File: config.mk
export PLATFORM = sky130hd
export DESIGN_NAME = alu_flag_core
export DESIGN_NICKNAME = d
export VERILOG_FILES = /design/src/rtl/alu_flag_pkg.sv /design/src/rtl/alu_op_decode.sv /design/src/rtl/alu_addsub.sv /design/src/rtl/alu_bitwise.sv /design/src/rtl/alu_flag_core.sv
export SDC_FILE = /design/constraint.sdc
export NUM_CORES = 1
export LEC_CHECK = 0
export BUFFER_PORTS_ARGS = -buffer_cell sky130_fd_sc_hd__buf_2
export CAP_MARGIN = 20
export CORE_MARGIN = 2
export CORE_UTILIZATION = 45
export DETAILED_ROUTE_END_ITERATION = 12
export PLACE_DENSITY = 0.7
export SLEW_MARGIN = 15
export SYNTH_ARGS = -nofsm -noshare
export SYNTH_HDL_FRONTEND = slang
export SYNTH_SLANG_ARGS = --single-unit
File: constraint.sdc
create_clock -name vclk -period 6.4
set_input_delay 0.96 -clock vclk [all_inputs]
set_output_delay 0.96 -clock vclk [all_outputs]
set_load 0.02 [all_outputs]
File: src/rtl/alu_flag_pkg.sv
package alu_flag_pkg;

    typedef enum logic [3:0] {
        OP_AND = 4'd0,  OP_EOR = 4'd1,  OP_SUB = 4'd2,  OP_RSB = 4'd3,
        OP_ADD = 4'd4,  OP_ADC = 4'd5,  OP_SBC = 4'd6,  OP_RSC = 4'd7,
        OP_TST = 4'd8,  OP_TEQ = 4'd9,  OP_CMP = 4'd10, OP_CMN = 4'd11,
        OP_ORR = 4'd12, OP_MOV = 4'd13, OP_BIC = 4'd14, OP_MVN = 4'd15
    } alu_op_e;

    typedef enum logic [1:0] {
        CIN_ZERO,
        CIN_ONE,
        CIN_FLAG
    } cin_sel_e;

    typedef enum logic [2:0] {
        LF_AND,
        LF_EOR,
        LF_ORR,
        LF_PASSB,
        LF_BIC,
        LF_NOTB
    } logic_fn_e;

    typedef struct packed {
        logic      is_arith;
        logic      is_cmp;
        logic      swap;
        logic      invert;
        cin_sel_e  cin_sel;
        logic_fn_e lfn;
    } alu_ctrl_t;

endpackage

File: src/rtl/alu_op_decode.sv
module alu_op_decode
    import alu_flag_pkg::*;
(
    input  logic [3:0] opcode,
    output alu_ctrl_t  ctrl
);

    alu_op_e op;
    assign op = alu_op_e'(opcode);

    always_comb begin
        ctrl = '{is_arith: 1'b0, is_cmp: 1'b0, swap: 1'b0, invert: 1'b0,
                 cin_sel: CIN_ZERO, lfn: LF_AND};
        unique case (op)
            OP_AND: ctrl.lfn = LF_AND;
            OP_EOR: ctrl.lfn = LF_EOR;
            OP_TST: begin ctrl.lfn = LF_AND; ctrl.is_cmp = 1'b1; end
            OP_TEQ: begin ctrl.lfn = LF_EOR; ctrl.is_cmp = 1'b1; end
            OP_ORR: ctrl.lfn = LF_ORR;
            OP_MOV: ctrl.lfn = LF_PASSB;
            OP_BIC: ctrl.lfn = LF_BIC;
            OP_MVN: ctrl.lfn = LF_NOTB;
            OP_ADD: ctrl.is_arith = 1'b1;
            OP_CMN: begin ctrl.is_arith = 1'b1; ctrl.is_cmp = 1'b1; end
            OP_ADC: begin ctrl.is_arith = 1'b1; ctrl.cin_sel = CIN_FLAG; end
            OP_SUB: begin
                ctrl.is_arith = 1'b1; ctrl.invert = 1'b1; ctrl.cin_sel = CIN_ONE;
            end
            OP_CMP: begin
                ctrl.is_arith = 1'b1; ctrl.invert = 1'b1; ctrl.cin_sel = CIN_ONE;
                ctrl.is_cmp = 1'b1;
            end
            OP_SBC: begin
                ctrl.is_arith = 1'b1; ctrl.invert = 1'b1; ctrl.cin_sel = CIN_FLAG;
            end
            OP_RSB: begin
                ctrl.is_arith = 1'b1; ctrl.invert = 1'b1; ctrl.swap = 1'b1;
                ctrl.cin_sel = CIN_ONE;
            end
            OP_RSC: begin
                ctrl.is_arith = 1'b1; ctrl.invert = 1'b1; ctrl.swap = 1'b1;
                ctrl.cin_sel = CIN_FLAG;
            end
            default: ctrl.lfn = LF_AND;
        endcase
    end

endmodule

File: src/rtl/alu_addsub.sv
module alu_addsub #(
    parameter int W = 32
) (
    input  logic [W-1:0] a,
    input  logic [W-1:0] b,
    input  logic         swap,
    input  logic         invert,
    input  logic         cin,
    output logic [W-1:0] sum,
    output logic         cout,
    output logic         ovf
);

    localparam int MSB = W - 1;

    logic [W-1:0] x;
    logic [W-1:0] y_raw;
    logic [W-1:0] y;
    logic [W:0]   total;

    assign x     = swap ? b : a;
    assign y_raw = swap ? a : b;
    assign y     = invert ? ~y_raw : y_raw;
    assign total = {1'b0, x} + {1'b0, y} + {{W{1'b0}}, cin};
    assign sum   = total[W-1:0];
    assign cout  = total[W];
    assign ovf   = (x[MSB] == y[MSB]) && (sum[MSB] != x[MSB]);

endmodule

File: src/rtl/alu_bitwise.sv
module alu_bitwise
    import alu_flag_pkg::*;
#(
    parameter int W = 32
) (
    input  logic [W-1:0] a,
    input  logic [W-1:0] b,
    input  logic_fn_e    fn,
    output logic [W-1:0] y
);

    always_comb begin
        unique case (fn)
            LF_AND:   y = a & b;
            LF_EOR:   y = a ^ b;
            LF_ORR:   y = a | b;
            LF_PASSB: y = b;
            LF_BIC:   y = a & ~b;
            LF_NOTB:  y = ~b;
            default:  y = a & b;
        endcase
    end

endmodule

File: src/rtl/alu_flag_core.sv
module alu_flag_core
    import alu_flag_pkg::*;
#(
    parameter int W = 32
) (
    input  logic [W-1:0] op_a,
    input  logic [W-1:0] op_b,
    input  logic         shift_carry,
    input  logic         cur_c,
    input  logic         cur_v,
    input  logic         set_flags,
    input  logic [3:0]   opcode,
    output logic [W-1:0] result,
    output logic         result_we,
    output logic         nxt_n,
    output logic         nxt_z,
    output logic         nxt_c,
    output logic         nxt_v,
    output logic         flags_we
);

    alu_ctrl_t    ctrl;
    logic         cin;
    logic [W-1:0] arith_y;
    logic [W-1:0] logic_y;
    logic         arith_c;
    logic         arith_v;

    alu_op_decode u_dec (
        .opcode (opcode),
        .ctrl   (ctrl)
    );

    always_comb begin
        unique case (ctrl.cin_sel)
            CIN_ZERO: cin = 1'b0;
            CIN_ONE:  cin = 1'b1;
            CIN_FLAG: cin = cur_c;
            default:  cin = 1'b0;
        endcase
    end

    alu_addsub #(.W(W)) u_add (
        .a      (op_a),
        .b      (op_b),
        .swap   (ctrl.swap),
        .invert (ctrl.invert),
        .cin    (cin),
        .sum    (arith_y),
        .cout   (arith_c),
        .ovf    (arith_v)
    );

    alu_bitwise #(.W(W)) u_bit (
        .a  (op_a),
        .b  (op_b),
        .fn (ctrl.lfn),
        .y  (logic_y)
    );

    always_comb begin
        result    = ctrl.is_arith ? arith_y : logic_y;
        result_we = ~ctrl.is_cmp;
        flags_we  = set_flags | ctrl.is_cmp;
        nxt_n     = result[W-1];
        nxt_z     = (result == '0);
        nxt_c     = ctrl.is_arith ? arith_c : shift_carry;
        nxt_v     = ctrl.is_arith ? arith_v : cur_v;
    end

endmodule

==> results of run 1 <==
how the worst max path moves through the flow:
| stage | startpoint | endpoint | depth (start not counted) |
|---|---|---|---|
| 2_1_floorplan | opcode[2] | nxt_z | 22 |
| 3_3_place_gp | opcode[1] | nxt_z | 18 |
| 3_5_place_dp | opcode[1] | nxt_z | 17 |
| 4_1_cts | opcode[1] | nxt_z | 18 |
| 5_1_grt | opcode[2] | nxt_z | 21 |
| 6_report | opcode[1] | nxt_z | 17 |
area by class of cell:
cell class                 instances  share of cell area (%)
tap                              172                    3.25
inverter                          74                    4.19
timing repair buffer             152                    13.3
multi-input combinational        790                    79.3
power by group through the flow:
stage | Sequential [W] | Clock [W] | Combinational [W]
4_1_cts | 0 | 0 | 0.000961
6_report | 0 | 0 | 0.000976
3_3_place_gp | 0 | 0 | 0.000955
3_5_place_dp | 0 | 0 | 0.000957
2_1_floorplan | 0 | 0 | 0.000672
5_1_grt | 0 | 0 | 0.00106
cells by family after synthesis:
group	Yosys count
xor gates and xnor gates	77
adders and majority gates	67
and+or+nand+nor	256
buffers and inverters	142
muxes	16
AOI/OAI and AO/OA	374
synth_stat cells, drive strengths merged (3+ instances only):
cell type  instances
nor2              65
o21bai             4
a21o               9
nand3             12
inv               74
a31oi             11
o221ai             9
o2bb2ai            3
o22ai             27
o21a               6
nand2b             7
and2b              3
or3                7
a211oi            12
xor2              34
o311ai             4
o31ai              5
nand4              8
nor2b              8
a221oi             6
o21ai            111
nand2            106
ha                65
clkbuf            29
a32oi              3
a2111oi            4
mux2i             14
xnor2             43
a21oi            116
o211ai            13
buf               39
a22oi             16
nor4               7
nor3              18
and3               5
stage by stage:
stage	instance area (um^2)	worst slack (ns)	hold slack (ns)	instances	utilization [%]
floorplan	5870	0.00454	2.10	932	-
global placement	6610	0.334	2.22	1188	52.4
detailed placement	6610	0.273	2.22	1188	52.4
CTS	6610	0.266	2.22	1188	52.4
global route	6620	0.0210	2.23	1188	52.5
finish	6620	0.257	2.22	1188	52.5
metal layers:
layer,routed length (um),vias to the layer above
li1,-,3555
met1,9060,3339
met2,10100,318
met3,1620,58
met4,736,0
met5,0,-
worst max-delay path, stage by stage:
cell	delay, ns
buf_2	0.18
buf_4	0.35
nand2_2	0.17
buf_12	0.21
xor2_1	0.20
fa_2	0.43
a211oi_2	0.33
o21ai_1	0.15
a21oi_2	0.23
o21ai_1	0.14
a221o_1	0.36
a31oi_1	0.20
xnor2_1	0.15
a21oi_2	0.08
or4_4	0.56
nor4_4	0.26
buf_2	0.20
what timing repair did:
item                       in CTS  in global routing
hold buffers                    0                  0
setup endpoints to repair       0                  1
resized for setup               0                  2
==> impl_results.md, run 1 <==
- Num sequential: 0
- Detail Placement HPWL: 16900 um
- FP Rows: 41
- CLK BUF: 0
- Clock group share of total power: 0%
- Status: complete, no violations
- Simple-gate share of the synthesized area: 20.5%
- Synth top area share: 14.0%
- WS Path Type: in2out
- Synthesis warning total: 0
- GR Util met3: 2.42%
- Syn nets: 1071
- Total iterations of the first detailed-routing run: 5
- Final period util: 96.0%
- CP Capture Type: output port
- Most frequent cells in the layout: buf_2, a21oi_1, o21ai_0, nand2_1, inv_1
- Fill cell count: 1367
- GR peak layer: met2
- Ant. Diodes: 0
- Footprint of the multi-input gates: 0.00525 mm^2
- Area leader, netlist: ha_1
- FF+latch area: 0 um^2
- Hold depth: 3
- Mux cell area share after synthesis: 2.80%
- Min-delay src: set_flags
- Max-slew violation count: 0
- Antenna Nets Post-Route: 0
- Setup bufs post-CTS: 0
- Largest net degree at the start of global routing: 50
- GRT overflow: 0
- Lkg Pwr: 3.07 nW
- Post-Synth Adder-Cell Area: 14.7%
- RSZ-0062 raised after global routing: false
- Met1 Use GR: 38.1%
- Via count: 7270
- Final nets: 1157
- Worst rel slew slack: 45.1%
- DIE WIDTH: 118 um
- Initial antenna violation count: 0
- # DRC: 0
- Power share of the combinational group: 100.0%
- Net switching power: 0.000602 W
- Initial Util: 46.1%
- Library cells used by synthesis: 75
- Vias per cell: 6.12
- CP required: 5.44 ns
- Main combinational cell family by area after synthesis: compound AO/OA/AOI/OAI gates
- Area grow syn2layout: 13.9%
- Fmax: 163 MHz
- Vias in the first global route: 6697
- Worst setup SP type: input pin
- Final WL: 21500 um
- Leading cell type in the layout, fill and taps excluded: buf_2
- GRT Total Usage: 29.4%
- Worst slew pin tran: 0.820 ns
- Arr. time, crit path: 5.18 ns
- Switching part of the total: 61.7%
- Grt met2 use: 50.6%
- Setup_tns: 0 ns
- DR iter-0 viols: 568
- GP Congestion: 0.954
- Dominant cells by area after synthesis: ha_1, a21oi_1, o21ai_0, nand2_1, xnor2_1
- VDD IR max: 0.0659 mV
- WHS Endpoint: flags_we
- Sequential power share: 0%
- Die height: 118 um
- First-pass GRT wire length: 33800 um
- CP max FO: 27
- Gate Count Post-Synth: 932
- Average cell area after synthesis: 6.24 um^2
- Final setup viols: 0
- CORE AREA: 0.0126 mm^2
- WL per Instance: 18.1 um
- Final Hold Fails: 0
- Xor/xnor share of the synthesized area: 11.6%
- Sequential fraction of the synthesis area: 0%
- Cell internal pwr: 0.000373 W
- Mapped cell area: 0.00582 mm^2
- Hold Crit Class: in2out
- IO buf count: 110
- Max-cap viol count: 0
- Share of cells above drive strength 1: 18.1%
- Fin crit period: 6.14 ns
- Die area: 0.0139 mm^2
- IO Count: 110
- Power, Total: 0.000976 W
- Synth Area in Compound Gates: 39.7%
- P per Cell Area: 147 mW/mm^2
Power figures use the tool's default switching activity.
==> run 2, diff against run 1 <==
CELL_PAD_IN_SITES_DETAIL_PLACEMENT = 1   (was default)
CELL_PAD_IN_SITES_GLOBAL_PLACEMENT = 2   (was default)
CORE_UTILIZATION = 28   (was 45)
PLACE_DENSITY = default   (was 0.7)
PLACE_DENSITY_LB_ADDON = 0.1   (was default)
RECOVER_POWER = 50   (was default)
==> run 2 against run 1 <==
Routed wire length grew 27%. Non-clock buffer count grew 4. Cell count grew 8.6%. Global-route usage shrank 5.0 points. Core utilization shrank 19 points. Worst setup slack lost 0.015 ns. Design area grew 3.2%. Maximum frequency shrank 0.25%. Critical path depth grew 3. Power grew 3.6%. Flip-flop and latch count is the same. Critical path type unchanged.
==> impl_results.md, run 2 (synthesis results as in run 1) <==
- Slowest stage delay, CP: 0.55 ns (was 0.56 ns)
- Hold Crit Class: in2out (unchanged)
- Die height: 148 um (was 118 um)
- Antenna Nets Post-Route: 0 (unchanged)
- Power share of the combinational group: 100.0% (about the same)
- FF+latch area: 0 um^2 (unchanged)
- Die area: 0.0219 mm^2 (was 0.0139 mm^2)
- CP required: 5.44 ns (about the same)
- Final WL: 27200 um (was 21500 um)
- CP max FO: 6 (was 27)
- Crit-path cells: clkbuf_4, nor2b_2, nand2_1, ha_1, a21oi_1, or2_2, fa_1, inv_1, fa_2, a211oi_2, o21ai_1, a21oi_2, o21ai_1, a221o_1, a31oi_1, xnor2_1, a21oi_2, or4_4, nor4_4, buf_4 (was buf_2, buf_4, nand2_2, buf_12, xor2_1, fa_2, a211oi_2, o21ai_1, a21oi_2, o21ai_1, a221o_1, a31oi_1, xnor2_1, a21oi_2, or4_4, nor4_4, buf_2)
- GP Congestion: 0.914 (was 0.954)
- CLK BUF: 0 (unchanged)
- Footprint of the multi-input gates: 0.00530 mm^2 (was 0.00525 mm^2)
- CORE AREA: 0.0203 mm^2 (was 0.0126 mm^2)
- Worst setup SP type: input pin (unchanged)
- Initial antenna violation count: 1 (was 0)
- Most frequent cells in the layout: a21oi_1, o21ai_0, nand2_1, buf_2, inv_1 (was buf_2, a21oi_1, o21ai_0, nand2_1, inv_1)
- Worst Path Buf+Inv: 3 (was 4)
- # DRC: 0 (unchanged)
- IO buf count: 110 (unchanged)
- Area grow syn2layout: 17.5% (was 13.9%)
- Final period util: 96.2% (was 96.0%)
- Num sequential: 0 (unchanged)
- Ant. Diodes: 0 (unchanged)
- Worst slew pin tran: 0.821 ns (was 0.820 ns)
- DR iter-0 viols: 338 (was 568)
- Net switching power: 0.000636 W (was 0.000602 W)
- Vias in the first global route: 7328 (was 6697)
- GRT Total Usage: 24.3% (was 29.4%)
- Detail Placement HPWL: 21600 um (was 16900 um)
- WL per Instance: 21.1 um (was 18.1 um)
- Total iterations of the first detailed-routing run: 4 (was 5)
- Fill cell count: 2708 (was 1367)
- DIE WIDTH: 148 um (was 118 um)
- CP Capture Type: output port (unchanged)
- WS Path Type: in2out (unchanged)
- Sequential power share: 0% (about the same)
- Max-slew violation count: 0 (unchanged)
- Worst rel slew slack: 45.3% (was 45.1%)
- Initial Util: 28.7% (was 46.1%)
- Crit-path leading delay family: compound AO/OA/AOI/OAI gates (unchanged)
- Switching part of the total: 62.9% (was 61.7%)
- P per Cell Area: 148 mW/mm^2 (was 147 mW/mm^2)
- Status: complete, no violations (unchanged)
- Largest net degree at the start of global routing: 54 (was 50)
- RSZ-0062 raised after global routing: false (unchanged)
- Setup_tns: 0 ns (unchanged)
- First-pass GRT wire length: 42500 um (was 33800 um)
- Fin crit period: 6.16 ns (was 6.14 ns)
- Arr. time, crit path: 5.20 ns (was 5.18 ns)
- Cell internal pwr: 0.000375 W (was 0.000373 W)
- Lkg Pwr: 3.10 nW (was 3.07 nW)
- FP Rows: 52 (was 41)
- Vias per cell: 5.52 (was 6.12)
- Leading cell type in the layout, fill and taps excluded: a21oi_1 (was buf_2)
- CP max stage cell: or4_4 (unchanged)
- Final Hold Fails: 0 (unchanged)
- Max-cap viol count: 0 (unchanged)
- Share of cells above drive strength 1: 17.9% (was 18.1%)
- Clock group share of total power: 0% (about the same)
- Final nets: 1161 (was 1157)
- VDD IR max: 0.0680 mV (was 0.0659 mV)
- IO Count: 110 (unchanged)
- Final setup viols: 0 (unchanged)
- Power, Total: 0.00101 W (was 0.000976 W)
- GRT overflow: 0 (unchanged)
- Via count: 7116 (was 7270)
- Fmax: 162 MHz (was 163 MHz)
## run 2: cell types whose count changed in the layout (fill, tap and decap cells not counted), moves of 2 or more
cell      previous run  this run
a21oi_2              6         8
a21oi_1            109       107
buf_4               41        43
buf_12               1         3
clkbuf_1             0        11
buf_2              110        98
## run 2: final cells by class
class | instances | area share, %
multi-input cells | 790 | 77.5
well taps | 270 | 4.94
inverters | 74 | 4.06
repair buffers | 156 | 13.5
## run 2: routing by layer
layer / routed length, um / track usage, %
met5: 13 / 0
met3: 944 / 1.56
met4: 293 / 2.57
met1: 13100 / 33.9
met2: 12900 / 42.6
## run 2: worst min-delay path, cell delays in order
cell and delay, ns:
buf_2 0.07, nand2b_1 0.08, buf_2 0.15
## run 2: power groups by stage
stage | Sequential, W | Clock (W) | Combinational [W]
after floorplan | 0 | 0 | 0.000672
after detailed placement | 0 | 0 | 0.000994
final | 0 | 0 | 0.00101
after global placement | 0 | 0 | 0.000996
after CTS | 0 | 0 | 0.00100
after global routing | 0 | 0 | 0.00111
## run 2: repair_timing
action | in CTS | in global routing
hold buffers | 0 | 0
gates resized for setup | 2 | 11
endpoints found under the setup margin | 1 | 1
setup buffers | 0 | 2
pin swaps | 0 | 6
## run 2: through the flow
| stage | setup slack (ns) | cell area, um^2 | std cells | util [%] | hold WS, ns |
|---|---|---|---|---|---|
| final | 0.242 | 6840 | 1290 | 33.7 | 2.22 |
| after global routing | 0.0267 | 6840 | 1290 | 33.7 | 2.25 |
| after CTS | 0.0152 | 6790 | 1288 | 33.5 | 2.23 |
| after detailed placement | -0.0579 | 6780 | 1288 | 33.4 | 2.23 |
| after global placement | -0.0950 | 6780 | 1288 | 33.4 | 2.22 |
| after floorplan | 0.00454 | 5870 | 932 | - | 2.10 |
## run 2: path summary, 6_finish.rpt
kind              startpoint  endpoint  cells past startpoint
setup / recovery   opcode[1]     nxt_z                     20
hold / removal     set_flags  flags_we                      3
==> run 3, diff against run 2 <==
==> constraint.sdc (replaced) <==
create_clock -name vclk -period 6.4
set_input_delay 1.28 -clock vclk [all_inputs]
set_output_delay 1.28 -clock vclk [all_outputs]
set_load 0.02 [all_outputs]
==> run 3 against run 2 <==
The run now ends with setup timing left. Routed wire length increased by 7.3%. First-iteration DRC count is 9.5% lower. Die area did not move. Clock-buffer cell count is the same. Critical path type unchanged. Highest routed layer is now met4. Maximum frequency fell by 6.3%. Critical path depth is 2 higher. Worst setup slack got worse by 0.42 ns. Combinational power rose by 33%. Worst hold slack improved by 0.64 ns. Global-route usage up 1.8 points.
==> impl_results.md, run 3 (synthesis results as in run 1) <==
- Detail Placement HPWL: 23300 um (was 21600 um)
- Crit-path cells: buf_4, buf_4, nand3_4, buf_8, nor2_4, a21oi_2, xor2_1, buf_4, fa_2, a211oi_4, o211ai_1, a31oi_1, buf_4, o31a_1, buf_4, xor2_1, o21ai_2, a211o_1, nor3_2, nand4_1, nor4_4, buf_4 (was clkbuf_4, nor2b_2, nand2_1, ha_1, a21oi_1, or2_2, fa_1, inv_1, fa_2, a211oi_2, o21ai_1, a21oi_2, o21ai_1, a221o_1, a31oi_1, xnor2_1, a21oi_2, or4_4, nor4_4, buf_4)
- Via count: 8025 (was 7116)
- P per Cell Area: 161 mW/mm^2 (was 148 mW/mm^2)
- CP max stage cell: fa_2 (was or4_4)
- CP required: 5.12 ns (was 5.44 ns)
- Arr. time, crit path: 5.29 ns (was 5.20 ns)
- CP max FO: 6 (unchanged)
- VDD IR max: 0.0657 mV (was 0.0680 mV)
- Total iterations of the first detailed-routing run: 4 (unchanged)
- Fmax: 152 MHz (was 162 MHz)
- Routed wl met3: 954 um (was 944 um)
- Fin crit period: 6.57 ns (was 6.16 ns)
- DIE WIDTH: 148 um (unchanged)
- Most used cell, CP: buf_4
- Most frequent cells in the layout: buf_4, nand2_1, a21oi_1, buf_2, o21ai_0 (was a21oi_1, o21ai_0, nand2_1, buf_2, inv_1)
- Die height: 148 um (unchanged)
- Vias per cell: 5.53 (was 5.52)
- WS Path Type: in2out (unchanged)
- Worst rel slew slack: 29.8% (was 45.3%)
- Fill cell count: 2689 (was 2708)
- Min-delay src: set_flags (unchanged)
- Leading cell type in the layout, fill and taps excluded: buf_4 (was a21oi_1)
- Crit-path leading delay family: compound AO/OA/AOI/OAI gates (unchanged)
- # DRC: 0 (unchanged)
- Status: complete, but fails checks (was complete, no violations)
- Hold Buf Count CTS: 0 (unchanged)
- Final period util: 103% (was 96.2%)
- Largest net degree at the start of global routing: 59 (was 54)
- Max layer used: met4 (was met5)
- Final WL: 29200 um (was 27200 um)
- FF+latch area: 0 um^2 (unchanged)
- Placed cell area: 0.00784 mm^2 (was 0.00678 mm^2)
- Design area: 0.00835 mm^2 (was 0.00684 mm^2)
- IO Count: 110 (unchanged)
- RSZ-0062 raised after global routing: true (was false)
- Hold depth: 3 (unchanged)
- Lkg Pwr: 3.96 nW (was 3.10 nW)
- Worst setup SP type: input pin (unchanged)
- Fin cells: 1451 (was 1290)
- Worst slew pin tran: 1.04 ns (was 0.821 ns)
- Final Hold Fails: 0 (unchanged)
- Share of cells above drive strength 1: 32.5% (was 17.9%)
- Initial Util: 28.7% (unchanged)
- DR iter-0 viols: 306 (was 338)
- FP Rows: 52 (unchanged)
- CLK BUF: 0 (unchanged)
- Place WS: -0.514 ns (was -0.0579 ns)
- Vias in the first global route: 8275 (was 7328)
- GRT Total Usage: 26.1% (was 24.3%)
- IO buf count: 110 (unchanged)
- Met1 wire length: 12500 um (was 13100 um)
- Max-slew violation count: 0 (unchanged)
- Antenna Nets Post-Route: 0 (unchanged)
- WL per Instance: 20.1 um (was 21.1 um)
- Hold Crit Class: in2out (unchanged)
- Final nets: 1322 (was 1161)
- Setup ws final: -0.174 ns (was 0.242 ns)
- Max-cap viol count: 0 (unchanged)
- Post-layout util: 41.1% (was 33.7%)
- Footprint of the multi-input gates: 0.00549 mm^2 (was 0.00530 mm^2)
- Slowest stage delay, CP: 0.41 ns (was 0.55 ns)
- Initial antenna violation count: 0 (was 1)
- Worst Path Buf+Inv: 7 (was 3)
- Power, Total: 0.00134 W (was 0.00101 W)
- CP Capture Type: output port (unchanged)
- WHS Endpoint: flags_we (unchanged)
- Final setup viols: 4 (was 0)
- GRT overflow: 0 (unchanged)
- Area grow syn2layout: 43.5% (was 17.5%)
- Failing checks: setup timing
- Met2 routed WL: 14500 um (was 12900 um)
- GP Congestion: 0.850 (was 0.914)
- Die area: 0.0219 mm^2 (unchanged)
- Ant. Diodes: 0 (unchanged)
- First-pass GRT wire length: 45500 um (was 42500 um)
- CORE AREA: 0.0203 mm^2 (unchanged)
- Dpl cells: 1430 (was 1288)
- Num sequential: 0 (unchanged)
[run 3: cell types whose count changed in the layout (fill, tap and decap cells not counted), moves of 5 or more]
| cell | delta |
|---|---|
| clkbuf_1 | -7 |
| buf_6 | +14 |
| o21ai_2 | +5 |
| a21oi_1 | -7 |
| o21ai_0 | -10 |
| a21oi_2 | +5 |
| buf_4 | +151 |
[run 3: metal layers]
metal	GRT usage [%]	vias up
li1	-	3880
met1	32.3	3883
met2	48.7	210
met3	0.644	52
met4	9.05	0
met5	0	-
[run 3: report_power, final]
group | internal, W | switching [W]
clock | 0 | 0
sequential | 0 | 0
combinational | 0.000616 | 0.000728
total | 0.000616 | 0.000728
[run 3: final cells by class]
type / count / share of cell area (%)
Timing Repair Buffer: 317 / 26.9
Multi-Input combinational cell: 790 / 65.7
Inverter: 74 / 3.36
Tap cell: 270 / 4.05
[run 3: timing repair]
action | CTS | global route
resized for setup | 64 | 19
pin swaps | 41 | 8
cloned | 1 | 0
buffers inserted | 20 | 1
setup endpoints to repair | 7 | 8
[run 3: worst max-delay path by stage]
stage	start	endpoint	slack [ns]	cells past startpoint
2_1_floorplan	opcode[2]	nxt_z	-0.27	22
5_1_grt	opcode[1]	nxt_z	-0.42	23
6_report	opcode[0]	nxt_z	-0.17	22
4_1_cts	opcode[1]	nxt_z	-0.15	23
3_5_place_dp	opcode[1]	nxt_z	-0.51	23
3_3_place_gp	opcode[1]	nxt_z	-0.51	22
[run 3: through the flow]
stage | hold slack [ns] | TNS (ns)
global route | 2.88 | -1.70
floorplan | 2.74 | -0.274
CTS | 2.86 | -0.153
global placement | 2.86 | -1.84
detailed placement | 2.87 | -2.01
finish | 2.86 | -0.244
